===== config.mk =====
export PLATFORM = sky130hd
export DESIGN_NAME = lcd_host_regif
export DESIGN_NICKNAME = d
export VERILOG_FILES = /design/src/rtl/lcd_regif_pkg.sv /design/src/rtl/lcd_regif_ctrl.sv /design/src/rtl/lcd_regif_datapath.sv /design/src/rtl/lcd_host_regif.sv
export SDC_FILE = /design/constraint.sdc
export NUM_CORES = 1
export LEC_CHECK = 0
export BUFFER_PORTS_ARGS = -buffer_cell sky130_fd_sc_hd__clkbuf_2
export CAP_MARGIN = 10
export CORE_ASPECT_RATIO = 1.75
export CORE_MARGIN = 2
export CORE_UTILIZATION = 46
export CTS_CLUSTER_DIAMETER = 80
export DETAILED_ROUTE_END_ITERATION = 10
export PLACE_DENSITY_LB_ADDON = 0.25
export SYNTH_ARGS = -nofsm -noshare
export SYNTH_HDL_FRONTEND = slang
export SYNTH_SLANG_ARGS = --single-unit
export TNS_END_PERCENT = 1

===== constraint.sdc =====
create_clock -name clk -period 2.9 [get_ports clk]
set_input_delay 0 -clock clk [delete_from_list [all_inputs] [get_ports clk]]
set_output_delay 0 -clock clk [all_outputs]
set_load 0.01 [all_outputs]

===== src/rtl/lcd_regif_pkg.sv =====
package lcd_regif_pkg;

  typedef enum logic [2:0] {
    ACC_NONE      = 3'd0,
    ACC_INSTR_WR  = 3'd1,
    ACC_STATUS_RD = 3'd2,
    ACC_DATA_WR   = 3'd3,
    ACC_DATA_RD   = 3'd4
  } accessKindT;

  typedef struct packed {
    logic loadIr;
    logic loadDrHost;
    logic loadDrRam;
    logic pulseInstr;
    logic pulseWr;
    logic pulseRd;
    logic clearAll;
  } regStrobeT;

endpackage


===== src/rtl/lcd_regif_ctrl.sv =====
module lcd_regif_ctrl
  import lcd_regif_pkg::*;
(
  input  logic       clk,
  input  logic       rstSync,
  input  logic       powerDown,
  input  logic       hostEn,
  input  logic       hostRs,
  input  logic       hostRw,
  input  logic       execDone,
  input  logic       acChanged,
  input  logic       ramRdAck,
  output logic       busyFlag,
  output logic       ramRdReq,
  output regStrobeT  strobes
);

  logic       clearAll;
  logic       enPrev;
  logic       fallSeen;
  logic       rdPending;
  logic       ramLand;
  accessKindT accKind;
  logic       takeInstr;

  assign clearAll = rstSync | powerDown;

  // Enable history for detecting its falling edge
  always_ff @(posedge clk) begin
    if (clearAll) enPrev <= 1'b0;
    else          enPrev <= hostEn;
  end

  assign fallSeen = enPrev & ~hostEn;

  // Work out what kind of access the strobe carries
  always_comb begin
    accKind = ACC_NONE;
    if (fallSeen) begin
      unique case ({hostRs, hostRw})
        2'b00:   accKind = ACC_INSTR_WR;
        2'b01:   accKind = ACC_STATUS_RD;
        2'b10:   accKind = ACC_DATA_WR;
        default: accKind = ACC_DATA_RD;
      endcase
    end
  end

  assign takeInstr = (accKind == ACC_INSTR_WR) && !busyFlag;

  // Busy: set by an accepted instruction, cleared by the engine
  always_ff @(posedge clk) begin
    if (clearAll)       busyFlag <= 1'b0;
    else if (takeInstr) busyFlag <= 1'b1;
    else if (execDone)  busyFlag <= 1'b0;
  end

  // RAM fetch into the data register
  assign ramLand = rdPending & ramRdAck;

  always_ff @(posedge clk) begin
    if (clearAll)       rdPending <= 1'b0;
    else if (acChanged) rdPending <= 1'b1;
    else if (ramLand)   rdPending <= 1'b0;
  end

  assign ramRdReq = rdPending;

  always_comb begin
    strobes            = '0;
    strobes.clearAll   = clearAll;
    strobes.loadIr     = takeInstr;
    strobes.pulseInstr = takeInstr;
    strobes.loadDrHost = (accKind == ACC_DATA_WR);
    strobes.pulseWr    = (accKind == ACC_DATA_WR);
    strobes.pulseRd    = (accKind == ACC_DATA_RD);
    // a host data write in the same cycle wins over landing RAM data
    strobes.loadDrRam  = ramLand && (accKind != ACC_DATA_WR);
  end

endmodule


===== src/rtl/lcd_regif_datapath.sv =====
module lcd_regif_datapath
  import lcd_regif_pkg::*;
#(
  parameter int DATA_W = 8,
  parameter int AC_W   = 7
) (
  input  logic              clk,
  input  regStrobeT         strobes,
  input  logic              hostEn,
  input  logic              hostRs,
  input  logic              hostRw,
  input  logic [DATA_W-1:0] hostDin,
  input  logic [AC_W-1:0]   acValue,
  input  logic              busyFlag,
  input  logic [DATA_W-1:0] ramRdData,
  output logic [DATA_W-1:0] hostDout,
  output logic              hostOe,
  output logic [DATA_W-1:0] instrCode,
  output logic              instrValid,
  output logic              dataWrReq,
  output logic [DATA_W-1:0] dataWrByte,
  output logic              dataRdDone
);

  localparam int STATUS_W = AC_W + 1;

  logic [DATA_W-1:0]   instrReg;
  logic [DATA_W-1:0]   dataReg;
  logic [STATUS_W-1:0] statusWord;

  // Parameter consistency check
  generate
    if (STATUS_W != DATA_W) begin : g_badWidth
      initial $error("status word width must equal bus width");
    end
  endgenerate

  always_ff @(posedge clk) begin
    if (strobes.clearAll)    instrReg <= '0;
    else if (strobes.loadIr) instrReg <= hostDin;
  end

  always_ff @(posedge clk) begin
    if (strobes.clearAll)         dataReg <= '0;
    else if (strobes.loadDrHost)  dataReg <= hostDin;
    else if (strobes.loadDrRam)   dataReg <= ramRdData;
  end

  always_ff @(posedge clk) begin
    if (strobes.clearAll) begin
      instrValid <= 1'b0;
      dataWrReq  <= 1'b0;
      dataRdDone <= 1'b0;
    end else begin
      instrValid <= strobes.pulseInstr;
      dataWrReq  <= strobes.pulseWr;
      dataRdDone <= strobes.pulseRd;
    end
  end

  assign statusWord = {busyFlag, acValue};
  assign hostOe     = hostEn & hostRw;
  assign hostDout   = !hostOe ? '0 : (hostRs ? dataReg : statusWord);
  assign instrCode  = instrReg;
  assign dataWrByte = dataReg;

endmodule


===== src/rtl/lcd_host_regif.sv =====
module lcd_host_regif
  import lcd_regif_pkg::*;
#(
  parameter int DATA_W = 8,
  parameter int AC_W   = 7
) (
  input  logic              clk,
  input  logic              rstSync,
  input  logic              powerDown,
  input  logic              hostEn,
  input  logic              hostRs,
  input  logic              hostRw,
  input  logic [DATA_W-1:0] hostDin,
  output logic [DATA_W-1:0] hostDout,
  output logic              hostOe,
  input  logic [AC_W-1:0]   acValue,
  output logic [DATA_W-1:0] instrCode,
  output logic              instrValid,
  input  logic              execDone,
  output logic              dataWrReq,
  output logic [DATA_W-1:0] dataWrByte,
  output logic              dataRdDone,
  input  logic              acChanged,
  output logic              ramRdReq,
  input  logic              ramRdAck,
  input  logic [DATA_W-1:0] ramRdData
);

  regStrobeT strobes;
  logic      busyFlag;

  lcd_regif_ctrl ctrl_i (
    .clk       (clk),
    .rstSync   (rstSync),
    .powerDown (powerDown),
    .hostEn    (hostEn),
    .hostRs    (hostRs),
    .hostRw    (hostRw),
    .execDone  (execDone),
    .acChanged (acChanged),
    .ramRdAck  (ramRdAck),
    .busyFlag  (busyFlag),
    .ramRdReq  (ramRdReq),
    .strobes   (strobes)
  );

  lcd_regif_datapath #(.DATA_W(DATA_W), .AC_W(AC_W)) dp_i (
    .clk        (clk),
    .strobes    (strobes),
    .hostEn     (hostEn),
    .hostRs     (hostRs),
    .hostRw     (hostRw),
    .hostDin    (hostDin),
    .acValue    (acValue),
    .busyFlag   (busyFlag),
    .ramRdData  (ramRdData),
    .hostDout   (hostDout),
    .hostOe     (hostOe),
    .instrCode  (instrCode),
    .instrValid (instrValid),
    .dataWrReq  (dataWrReq),
    .dataWrByte (dataWrByte),
    .dataRdDone (dataRdDone)
  );

endmodule


==> run_results.csv <==
group,metric,value,unit
power,clkPwrFrac,0.354,
drt,ant_nets,0,
drt,viasPerCell,5.089,
yosys,yosys_warnings,0,
clock_tree,clock_path_buffers,2,
cells_and_area,antenna_cells,0,
critical_path,crit_fanout,11,
status,outcome,"finished clean",
min_path,min_path_type,"in -> reg",
yosys,dominantRegCellSynth,"dfxtp_1",
critical_path,cp.arrival,1.95,ns
yosys,netlist_area,1072,um^2
cells_and_area,fill_cells,188,
clock_tree,cts_root_buf,"clkbuf_8",
die,initial_core_util,0.4777,
global_route,overflow,0,
critical_path,crit_path_end_kind,"register",
cells_and_area,multi_input_area,579.3,um^2
global_route,track_usage,0.2231,
sta,hold_viol_final,0,
power,p_int,471.0,uW
sta,fin_crit,1.753,ns
yosys,synth.distinct_cells,19,
power,vdd_drop_max,0.3441,mV
sta,drv_slew,0,
power,seqPwrFrac,0.497,
yosys,synth_edf_count,0,
power,switching_share,0.2365,
drt,routedWlPerCell,12.92,um
clock_tree,htreeDepth,1,
yosys,yosysTopAreaCellShare,0.4107,
yosys,synth_nets,155,
clock_tree,clkLatencyLatePin,0.26,ns
die,core_area,2245,um^2
place,gp_congestion,0.8310,
yosys,ys_top_cells_by_area,"dfxtp_1, mux2i_1, nand2_1",
place,hpwlAfterDp,2.102,mm
die,die_w,40.50,um
cells_and_area,layout.nets,224,
drt,finalWirelength,2.753,mm
sta,fin_crit_sh,0.6046,
yosys,synth_top_area_cell,"dfxtp_1",
sta,clock_skew,0.004258,ns
power,p_sw,145.9,uW
yosys,ys_seq_area_frac,0.4107,
cells_and_area,stdcell_area,1533,um^2
sta,setup_tns,0,ns
clock_tree,cts_tree,"done",
sta,rsz0062_at_grt,"no",
global_route,grt_max_degree,26,
yosys,netlist_instances,120,
power,power.leakage,0.8248,nW
critical_path,r2r_slack,1.33,ns
clock_tree,cts_buffers,3,
yosys,avgSynthCellArea,8.936,um^2
die,design.portCount,61,
global_route,first_global_vias,1053,
cells_and_area,seqCellArea,440.4,um^2
sta,max_freq,570.3,MHz
clock_tree,path_clk_slew,0.08,ns
global_route,antenna_found_initial,0,
drt,dr.pass1.iters,4,
cells_and_area,drive_above_1_share,0.3457,
cells_and_area,finish.utilization,0.6828,
drt,via_count,1084,
clock_tree,cts_sinks,22,
cells_and_area,syn_to_final_growth,42.94,%
die,rows,23,
critical_path,path_class,"in -> reg",
yosys,ys_async_sr_fraction,0,
drt,route.detailed.drc,0,
sta,tightest_slew,0.7104,ns
job,cap_viol_max_count,0,
yosys,ys_ff_latch,22,
critical_path,critPathLaunchType,"input pin",
sta,setup_viol,0,
power,power,616.9,uW
place,placed_area,1378,um^2
power,combPwrFrac,0.150,
drt,dr.first_iter.drc_count,14,
clock_tree,cts_resized,0,
yosys,synth_most_common_cell,"mux2i_1",
power,power_density,402.5,nW/um^2
global_route,grt_pass1_wl,4.298,mm
sta,max_slew_margin,0.5254,
critical_path,required,3.10,ns
yosys,synthTopCellsByCount,"mux2i_1, dfxtp_1, nand2_1",
place,io_buffers,60,
die,die_h,67.87,um
die,dieArea,2748,um^2
## flip-flops by register name, summed over array words and instances (netlist names)
register	count
dp_i.dataWrByte	8
dp_i.instrCode	8
ctrl_i.busyFlag	1
ctrl_i.enPrev	1
ctrl_i.ramRdReq	1
dp_i.dataRdDone	1
dp_i.dataWrReq	1
dp_i.instrValid	1
## per-layer routing
layer  routed length [um]  track usage  part of all wire  up-vias
li1                     -            -                 -      553
met4                   54       0.1125             0.020        0
met3                  161      0.01948             0.058        5
met2                 1489       0.4087              0.54       40
met5                    0            0                 0        -
met1                 1048       0.2325              0.38      486
## power groups by stage
stage                     clock network [mW]  registers [mW]  logic (mW)
after floorplan                            0           0.315      0.0431
after global placement                     0           0.314      0.0780
after CTS                              0.220           0.307      0.0926
after global routing                   0.233           0.307       0.102
after detailed placement                   0           0.314      0.0804
final                                  0.218           0.307      0.0922
## repair_timing
item | in CTS | in global routing
endpoints found under the hold margin | 10 | 0
hold buffers | 10 | 0
setup buffers | 0 | 0
## per-stage QoR
step           setup WS [ns]  cells  hold WS [ns]
4_1_cts                1.143    213      0.006995
3_5_place_dp          0.9177    199        0.2193
3_3_place_gp           1.001    199        0.2146
6_report               1.147    213       0.01166
5_1_grt               0.9838    213       0.04184
2_1_floorplan          1.060    120        0.1174
## cell families after synthesis
kind of cell,count (synthesis),share of synthesized area
fa+ha+maj,3,0.03501
mux,24,0.2240
buf+inv,12,0.04900
flops,22,0.4107
compound gates,19,0.1190
simple gates,40,0.1622
## layout make-up
| class | instances | area share |
|---|---|---|
| clock buffers | 4 | 0.03592 |
| multi-input cells | 86 | 0.3780 |
| repair buffers | 71 | 0.2661 |
| flip-flops and latches | 22 | 0.2873 |
| well taps | 25 | 0.02041 |
| inverters | 5 | 0.01224 |
## placed cells by master (no fill, tap or decap)
cell type and count:
mux2i_1 24, o21bai_1 1, nor4_1 1, clkinv_1 1
dlygate4sd3_1 10, or3_1 2, a21oi_1 10, inv_1 4
nand2b_1 2, or3b_1 1, or2_1 1, clkbuf_2 60
o41ai_1 8, and2_1 1, ha_1 3, dfxtp_1 22
nand2_1 19, nor3_1 1, clkbuf_8 4, buf_4 1
nor2_1 12
## path summary, 6_finish.rpt
| kind | startpoint | depth (start not counted) | end |
|---|---|---|---|
| setup / recovery | hostRs | 6 | dp_i.instrCode[0] |
| hold / removal | execDone | 3 | ctrl_i.busyFlag |
| setup reg to reg | ctrl_i.enPrev | 3 | dp_i.instrCode[0] |
| hold reg to reg | dp_i.instrCode[3] | 2 | dp_i.instrCode[3] |
## critical path, cell delays in order
cell and delay [ns]:
clkbuf_2 0.28, inv_1 0.10, ha_1 0.23, o21bai_1 0.59, or3_1 0.51, mux2i_1 0.23
No activity file was read; power rests on OpenSTA's default activity.
